<file path="src/rtl/irq_gather_pkg.sv">
package irq_gather_pkg;
  localparam int DATA_W  = 16;
  localparam int ADDR_W  = 4;
  localparam int GPIO_N  = 4;
  localparam int LED_N   = 3;
  localparam int NUM_SRC = GPIO_N + LED_N + 3;
  localparam int NUM_GRP = 6;
  localparam int CTRL_W  = 2 + NUM_GRP;
  localparam int PRE_W   = 4;
  localparam int PRE_MAX = 14;
  localparam int SET_W   = 16;

  typedef enum logic [1:0] {
    SEL_CTRL = 2'd0,
    SEL_STAT = 2'd1,
    SEL_PRE  = 2'd2,
    SEL_SET  = 2'd3
  } regSel_e;

  typedef struct packed {
    logic    wrCtrl;
    logic    wrPre;
    logic    wrSet;
    regSel_e rdSel;
  } strobes_t;
endpackage

</file>
<file path="src/rtl/irq_gather_ctl.sv">
module irq_gather_ctl
  import irq_gather_pkg::*;
(
  input  logic              busSel,
  input  logic              busWrite,
  input  logic [ADDR_W-1:0] busAddr,
  output strobes_t          stb
);
  logic       aligned;
  logic       wrEn;
  logic [1:0] wordIdx;

  assign aligned = (busAddr[1:0] == 2'b00);
  assign wordIdx = busAddr[3:2];
  assign wrEn    = busSel & busWrite & aligned;

  always_comb begin
    stb.rdSel  = regSel_e'(wordIdx);
    stb.wrCtrl = wrEn && (wordIdx == SEL_CTRL);
    stb.wrPre  = wrEn && (wordIdx == SEL_PRE);
    stb.wrSet  = wrEn && (wordIdx == SEL_SET);
  end
endmodule

</file>
<file path="src/rtl/irq_gather_timer.sv">
module irq_gather_timer #(
  parameter int PRE_W   = 4,
  parameter int PRE_MAX = 14,
  parameter int SET_W   = 16
) (
  input  logic             clk,
  input  logic             rstN,
  input  logic             loadPre,
  input  logic [PRE_W:0]   preIn,
  input  logic             loadSet,
  input  logic [SET_W-1:0] setIn,
  output logic [PRE_W-1:0] preQ,
  output logic             enQ,
  output logic [SET_W-1:0] setQ,
  output logic             req
);
  localparam int CNT_W = PRE_MAX + 1;

  logic [CNT_W-1:0] divCnt;
  logic [CNT_W-1:0] divLast;
  logic [SET_W-1:0] tickCnt;
  logic [PRE_W-1:0] preClamp;
  logic             tick;
  logic             lastTick;

  assign preClamp = (preIn[PRE_W-1:0] > PRE_W'(PRE_MAX)) ? PRE_W'(PRE_MAX)
                                                        : preIn[PRE_W-1:0];
  assign divLast  = {CNT_W{1'b1}} >> (PRE_MAX - int'(preQ));
  assign tick     = enQ && (divCnt == divLast);
  assign lastTick = (setQ != '0) && (tickCnt == setQ - 1'b1);

  always_ff @(posedge clk or negedge rstN) begin
    if (!rstN) begin
      preQ    <= '0;
      enQ     <= 1'b0;
      setQ    <= '0;
      req     <= 1'b0;
      divCnt  <= '0;
      tickCnt <= '0;
    end else if (loadPre) begin
      preQ    <= preClamp;
      enQ     <= preIn[PRE_W];
      divCnt  <= '0;
      tickCnt <= '0;
    end else if (loadSet) begin
      setQ    <= setIn;
      req     <= 1'b0;
      divCnt  <= '0;
      tickCnt <= '0;
    end else if (!enQ) begin
      divCnt  <= '0;
      tickCnt <= '0;
    end else if (tick) begin
      divCnt <= '0;
      if (lastTick) begin
        req     <= 1'b1;
        tickCnt <= '0;
      end else begin
        tickCnt <= tickCnt + 1'b1;
      end
    end else begin
      divCnt <= divCnt + 1'b1;
    end
  end
endmodule

</file>
<file path="src/rtl/irq_gather_dp.sv">
module irq_gather_dp
  import irq_gather_pkg::*;
(
  input  logic               clk,
  input  logic               rstN,
  input  strobes_t           stb,
  input  logic [DATA_W-1:0]  wdata,
  input  logic [NUM_SRC-1:0] periphReq,
  output logic [DATA_W-1:0]  rdata,
  output logic               cpuIrq,
  output logic               globalEn,
  output logic               edgeMode,
  output logic               timerEn,
  output logic               timerReq
);
  localparam int GRP_LO [NUM_GRP] = '{0, GPIO_N, GPIO_N + LED_N,
                                      GPIO_N + LED_N + 1, GPIO_N + LED_N + 2, NUM_SRC};
  localparam int GRP_HI [NUM_GRP] = '{GPIO_N - 1, GPIO_N + LED_N - 1, GPIO_N + LED_N,
                                      GPIO_N + LED_N + 1, GPIO_N + LED_N + 2, NUM_SRC};

  logic [CTRL_W-1:0]  ctrlQ;
  logic [NUM_SRC:0]   srcAll;
  logic [NUM_GRP-1:0] groupReq;
  logic               anyReq;
  logic               anyQ;
  logic               irqQ;
  logic [PRE_W-1:0]   preQ;
  logic [SET_W-1:0]   setQ;

  irq_gather_timer #(
    .PRE_W  (PRE_W),
    .PRE_MAX(PRE_MAX),
    .SET_W  (SET_W)
  ) i_timer (
    .clk    (clk),
    .rstN   (rstN),
    .loadPre(stb.wrPre),
    .preIn  (wdata[PRE_W:0]),
    .loadSet(stb.wrSet),
    .setIn  (wdata[SET_W-1:0]),
    .preQ   (preQ),
    .enQ    (timerEn),
    .setQ   (setQ),
    .req    (timerReq)
  );

  assign srcAll = {timerReq, periphReq};

  for (genvar g = 0; g < NUM_GRP; g++) begin : g_group
    assign groupReq[g] = |srcAll[GRP_HI[g]:GRP_LO[g]];
  end

  assign globalEn = ctrlQ[0];
  assign edgeMode = ctrlQ[1];
  assign anyReq   = globalEn & (|(groupReq & ctrlQ[CTRL_W-1:2]));

  always_ff @(posedge clk or negedge rstN) begin
    if (!rstN) begin
      ctrlQ <= '0;
      anyQ  <= 1'b0;
      irqQ  <= 1'b0;
    end else begin
      if (stb.wrCtrl) ctrlQ <= wdata[CTRL_W-1:0];
      anyQ <= anyReq;
      irqQ <= edgeMode ? (anyReq & ~anyQ) : anyReq;
    end
  end

  assign cpuIrq = irqQ;

  always_comb begin
    rdata = '0;
    unique case (stb.rdSel)
      SEL_CTRL: rdata[CTRL_W-1:0] = ctrlQ;
      SEL_STAT: rdata[NUM_SRC:0]  = srcAll;
      SEL_PRE:  rdata[PRE_W:0]    = {timerEn, preQ};
      SEL_SET:  rdata[SET_W-1:0]  = setQ;
      default:  rdata = '0;
    endcase
  end
endmodule

</file>
<file path="src/rtl/irq_gather.sv">
module irq_gather
  import irq_gather_pkg::*;
(
  input  logic               clk,
  input  logic               rstN,
  input  logic               busSel,
  input  logic               busWrite,
  input  logic [ADDR_W-1:0]  busAddr,
  input  logic [DATA_W-1:0]  busWdata,
  output logic [DATA_W-1:0]  busRdata,
  input  logic [NUM_SRC-1:0] periphReq,
  output logic               cpuIrq
);
  strobes_t stb;
  logic     globalEn;
  logic     edgeMode;
  logic     timerEn;
  logic     timerReq;
  logic     setWrite;

  irq_gather_ctl i_ctl (
    .busSel  (busSel),
    .busWrite(busWrite),
    .busAddr (busAddr),
    .stb     (stb)
  );

  irq_gather_dp i_dp (
    .clk      (clk),
    .rstN     (rstN),
    .stb      (stb),
    .wdata    (busWdata),
    .periphReq(periphReq),
    .rdata    (busRdata),
    .cpuIrq   (cpuIrq),
    .globalEn (globalEn),
    .edgeMode (edgeMode),
    .timerEn  (timerEn),
    .timerReq (timerReq)
  );

  assign setWrite = stb.wrSet;
endmodule

</file>
<file path="config.mk">
export PLATFORM = sky130hd
export DESIGN_NAME = irq_gather
export DESIGN_NICKNAME = d
export VERILOG_FILES = /design/src/rtl/irq_gather_pkg.sv /design/src/rtl/irq_gather_ctl.sv /design/src/rtl/irq_gather_timer.sv /design/src/rtl/irq_gather_dp.sv /design/src/rtl/irq_gather.sv
export SDC_FILE = /design/constraint.sdc
export NUM_CORES = 1
export LEC_CHECK = 0
export BUFFER_PORTS_ARGS = -buffer_cell sky130_fd_sc_hd__buf_2
export CORE_MARGIN = 8
export CORE_UTILIZATION = 45
export DETAILED_ROUTE_END_ITERATION = 10
export PLACE_DENSITY = 0.65
export SLEW_MARGIN = 20
export SYNTH_ARGS = -nofsm -noshare
export SYNTH_HDL_FRONTEND = slang
export SYNTH_SLANG_ARGS = --single-unit
export TNS_END_PERCENT = 20
</file>
<file path="constraint.sdc">
create_clock -name clk -period 4.13 [get_ports clk]
set_input_delay 0.413 -clock clk [delete_from_list [all_inputs] [get_ports clk]]
set_output_delay 0.413 -clock clk [all_outputs]
set_load 0.02 [all_outputs]
</file>
# Word level (Yosys, flattened, before mapping)
# Index checks and enable logic that the tools add are counted.
[classes]
addsub = 4
magnitude_cmp = 1
n_eq_ne = 6
n_shift = 1
muxes = 19
n_bitwise = 7
reduce_logical = 16
[op_table]
columns = ["op", "count"]
rows = [
  ["$mux W16", 5],
  ["$mux W15", 4],
  ["$shr A15 B32 Y15 const A", 1],
  ["$pmux W5 S4", 1],
  ["$add A16 B1 Y16 const B", 1],
  ["$eq A16 B16 Y1", 1],
  ["$reduce_bool A16 Y1", 1],
  ["$sub A16 B1 Y16 const B", 1],
  ["$add A15 B1 Y15 const B", 1],
  ["$eq A15 B15 Y1", 1],
  ["$pmux W3 S3", 1],
  ["$and A6 B6 Y6", 1],
  ["$pmux W3 S2", 1],
  ["$reduce_bool A2 Y1", 3],
  ["$reduce_or A6 Y1", 1],
  ["$logic_and A1 B1 Y1", 5],
  ["$mux W1", 5],
  ["$mux W5", 1],
  ["$sub A4 B4 Y5 const A", 1],
  ["$and A1 B1 Y1", 4],
  ["$eq A2 B2 Y1 const B", 2],
  ["$gt A4 B4 Y1 const B", 1],
  ["$logic_not A2 Y1", 2],
  ["$mux W4", 1],
  ["7 further kinds", 8],
]
[word_totals]
ff_bits = 63
input_bits = 34
out_inout_bits = 17
word_cells = 63

# Longest topological paths before layout
[logic_depth]
depth_word = 8
mapped_depth = 13
ltp_nobuf = 10

# Modules after synthesis
# From an unflattened synthesis, not the netlist that was laid out.
[unflattened]
hier_cells = 469
hier_area_um2 = 4352.9
[modules_own_cells]
columns = ["mod", "n_inst", "cells_per_inst", "area_per_inst_um2", "seq_area_each_um2"]
rows = [
  ["irq_gather_timer", 1, 406, 3602.2, 1326.3],
  ["irq_gather_dp", 1, 56, 683.2, 250.2],
  ["irq_gather_ctl", 1, 7, 67.6, 0.0],
]

# Worst setup path after synthesis
# No wires, ideal clock.
[synth_path]
path_type = "flip-flop to flip-flop"
start = "register i_dp.i_timer.preQ[0]"
end = "register i_dp.i_timer.tickCnt[15]"
setup_ns = 0.138
t_arrival_ns = 2.840
required_ns = 3.992
slack_ns = 1.152
stages_incl_launch_ff = 12
path_buffers = 2
period_less_slack_ns = 2.978
path_cell_list = "dfrtp_1 > ha_1 > clkbuf_1 > nor2b_1 > nand3_1 > a222oi_1 > nand3_1 > nor4_1 > nand4_2 > buf_2 > a22oi_2 > a21oi_1"
[synth_via]
elab_chain_len = 5
[synth_lines]
columns = ["item", "line_no", "source"]
rows = [
  ["from (decl)", "irq_gather_timer.sv:12", "output logic [PRE_W-1:0] preQ,"],
  ["from (signal assigned)", "irq_gather_timer.sv:41", "preQ <= preClamp;"],
  ["$sub A4 B4 Y5", "irq_gather_timer.sv:28", "assign divLast = {CNT_W{1'b1}} >> (PRE_MAX - int'(preQ));"],
  ["$shr A15 B32 Y15", "irq_gather_timer.sv:28", ""],
  ["$eq A15 B15 Y1", "irq_gather_timer.sv:29", "assign tick = enQ && (divCnt == divLast);"],
  ["$logic_and A1 B1 Y1", "irq_gather_timer.sv:29", ""],
  ["$ne A4 B3 Y1 (no line)", "n/a", ""],
  ["to (signal assigned)", "irq_gather_timer.sv:59", "tickCnt <= tickCnt + 1'b1;"],
  ["to (decl)", "irq_gather_timer.sv:21", "logic [SET_W-1:0] tickCnt;"],
]
# No other way between the ends.
# A chain may end at the register's enable or synchronous reset.

# Worst setup path after layout
[layout_path]
start = "register i_dp.i_timer.preQ[0]"
end = "register i_dp.i_timer.tickCnt[5]"
# Same word-level chain as after synthesis.

==> flow_metrics.tcl <==
set metrics [dict create \
    status "finished clean" \
    io_buffer_count 50 \
    synth_area_leader_cell "dfrtp_1" \
    ff_latch_area_um2 1580 \
    synth_mux_area_frac 0.114 \
    avgSynthCellArea_um2 9.45 \
    hpwl_um 7990 \
    drtAntennaViolNets 0 \
    crit_type "reg -> reg" \
    synth_nets 518 \
    areaGrowthSynthToFinish_pct 10.5 \
    grt_pass1_wl_um 18400 \
    cp_slowest_cell "and4_1" \
    syn_inst 480 \
    synth_compound_area_frac 0.164 \
    max_stage_delay_ns 0.64 \
    synth_edf_count 0 \
    synthArstFlopShare 1.00 \
    place_congestion 0.877 \
    post-route-drc-count 0 \
    min_path_type "in -> async" \
    synth_fa_ha_area_frac 0.0132 \
    arrival_ns 3.90 \
    drt-initial-drc-count 414 \
    peakVddDrop_uv 164 \
    diodes 0 \
    grt_max_degree 35 \
    fin_util 0.513 \
    drive_above_1_share 0.254 \
    numCtsBuffers 9 \
    grt_pass1_vias 3762 \
    clk_latency_ns 0.34 \
    grt_antenna_before_repair 0 \
    multi_input_area_um2 2750 \
    post-route-period-util 0.887 \
    fmax_mhz 273 \
    die_x_um 116 \
    final.setup.tns_ns 0 \
    cts.sinks 63 \
    path_cells "ha_2 -> xor2_1 -> nand3_1 -> a222oi_1 -> nand3_1 -> nor4_1 -> and4_1 -> nand4b_1 -> a21oi_1" \
    yosysWarnings 0 \
    cts_setup_buffers 0 \
    row_count 36 \
    switching_share 0.353 \
    clk_pin_slew_ns 0.07 \
    p_per_area_nw_per_um2 384 \
    ys_seq_area_frac 0.347 \
    tightest_slew_ns 0.796 \
    pin_count 51 \
    drtPass1Iterations 4 \
    die_h_um 116 \
    setup_violations 0 \
    synthXorXnorAreaFrac 0.0714 \
    start_util 0.464 \
    hold_buffers 0 \
    dr_total_vias 3763 \
    finalMaxSlewViolations 0 \
    synth_top_area_share 0.347 \
    root_buffer "clkbuf_8" \
    n_fill_cell 935 \
    wl_per_cell_um 16.9 \
    intPower_mw 1.24 \
    power_frac_seq 0.412 \
    worst_setup_path_end_kind "flop" \
    max_slew_margin 0.470 \
    core_um2 9770 \
    min_period_ns 3.66 \
    p_leak_nw 2.07 \
    p_sw_uw 680 \
    dieArea_um2 13600 \
    hold_violations 0 \
    crit_fanout 19 \
    finalClockSkew_ns 0.00794 \
    startpoint_type "flop" \
    drv_cap 0 \
    crit_top_cell "nand3_1" \
    synth-simple-area-share 0.243 \
    synth.distinct_cells 71 \
    synth_top_family_by_area "simple AND/OR/NAND/NOR gates" \
    wl_um 11000 \
    layout.nets 549 \
    grt_use_total 0.168 \
    via_per_inst 5.80 \
    combPwrFrac 0.306 \
    required_ns 4.37 \
    grt_setup_unrepaired "no" \
    clock_path_buffers 2 \
    synth_ff_type "dfrtp_1" \
    cts_tree "yes" \
    synth_area_um2 4540 \
    htree_levels 3 \
    synthTopCellsByArea "dfrtp_1 35%, mux2_2 6.7%, nand3_1 4.2%, xnor2_1 3.9%, a22oi_2 3.3%" \
    synth_seq_cells 63 \
    clockPowerShare 0.282 \
    overflow 0 \
]
sequential cells by signal, indices dropped and copies added (netlist names):
signal                cells
i_dp.anyQ                 1
i_dp.cpuIrq               1
i_dp.ctrlQ                8
i_dp.i_timer.divCnt      15
i_dp.i_timer.enQ          1
i_dp.i_timer.preQ         4
i_dp.i_timer.req          1
i_dp.i_timer.setQ        16
i_dp.i_timer.tickCnt     16
cells in the final DEF, fill, tap and decap left out, types with 4 or more instances in the layout:
master,instances
dfrtp_1,63
buf_2,50
nand3_1,38
nor2_1,37
mux2_2,27
nand2_1,26
xnor2_1,20
xor2_1,17
a21oi_1,17
and3_1,12
nor2b_1,12
a22oi_2,12
o21ai_0,11
inv_1,11
mux2i_1,10
clkbuf_8,10
nor3_1,9
nand4_1,7
and2_1,7
nor4_1,6
nand4b_1,6
mux4_2,5
nand2b_1,5
o2111ai_1,5
nand3b_1,5
a21boi_0,4
a21o_1,4
buf_4,4
cell usage after synthesis, types with 10 or more instances:
cell and number:
buf_2 11, nor2_1 37, nand2_1 26, and3_1 12
a21oi_1 17, xor2_1 17, a22oi_2 12, nor2b_1 12
mux2i_1 10, nand3_1 38, o21ai_0 11, dfrtp_1 63
mux2_2 27, clkbuf_1 17, xnor2_1 20, inv_1 11
metrics by stage:
stage	cell area, um^2	hold WS [ns]	total power, mW	setup WS, ns	cells
floorplan	4540	0.117	1.23	1.15	480
global placement	4810	0.419	1.38	0.538	633
detailed placement	4810	0.435	1.39	0.342	633
CTS	5010	0.129	1.94	0.347	649
global route	5010	0.165	2.05	0.102	649
finish	5010	0.112	1.92	0.466	649
power groups by stage:
stage          clock, mW  sequential [mW]  combinational [mW]
6_report           0.542            0.794               0.589
5_1_grt            0.591            0.808               0.647
4_1_cts            0.559            0.793               0.587
3_5_place_dp           0            0.804               0.583
3_3_place_gp           0            0.800               0.576
2_1_floorplan          0            0.744               0.491
worst max-delay path, delay by kind of cell, from the launching register on:
kind / cells / cell delay, ns
xor gates and xnor gates: 1 / 0.44
AOI/OAI and AO/OA: 2 / 0.52
and+or+nand+nor: 5 / 1.49
adders and majority gates: 1 / 0.50
DFF: 1 / 0.62
metal layers:
layer | wire [um] | up-vias | GRT usage
met4 | 140 | 0 | 0.0475
met2 | 5560 | 70 | 0.275
met3 | 320 | 14 | 0.0398
li1 | - | 1845 | -
met5 | 0 | - | 0
met1 | 4970 | 1834 | 0.216
kinds of logic after synthesis:
group | after synthesis
AO/OA/AOI/OAI | 93
XOR/XNOR | 37
adder cells (fa/ha/maj) | 5
buffers and inverters | 45
flip-flops | 63
multiplexers | 42
AND/OR/NAND/NOR | 195
path summary, 6_finish.rpt:
path	slack, ns	depth (start not counted)	startpoint	to
max	0.47	9	i_dp.i_timer.preQ[0]$_DFFE_PN0P_	i_dp.i_timer.tickCnt[5]$_DFFE_PN0P_
max in group asynchronous	3.11	2	rstN	i_dp.i_timer.enQ$_DFFE_PN0P_
min	0.11	1	rstN	i_dp.i_timer.tickCnt[14]$_DFFE_PN0P_
max reg2reg	0.47	9	i_dp.i_timer.preQ[0]$_DFFE_PN0P_	i_dp.i_timer.tickCnt[5]$_DFFE_PN0P_
min reg2reg	0.44	1	i_dp.anyQ$_DFF_PN0_	i_dp.cpuIrq$_DFF_PN0_
min in group clk	0.29	2	busWdata[13]	i_dp.i_timer.setQ[13]$_DFFE_PN0P_
cell type report:
type | count | area share
flip-flops and latches | 63 | 0.314
clock buffers | 11 | 0.0282
inverters | 11 | 0.00824
well taps | 133 | 0.0332
repair buffers | 54 | 0.0559
clock inverters | 5 | 0.0115
multi-input cells | 372 | 0.549
what timing repair did:
item,CTS,global route
hold endpoints to repair,0,0
setup endpoints to repair,0,11
resized for setup,0,1
Note: power is estimated with default switching activity, not from simulation.
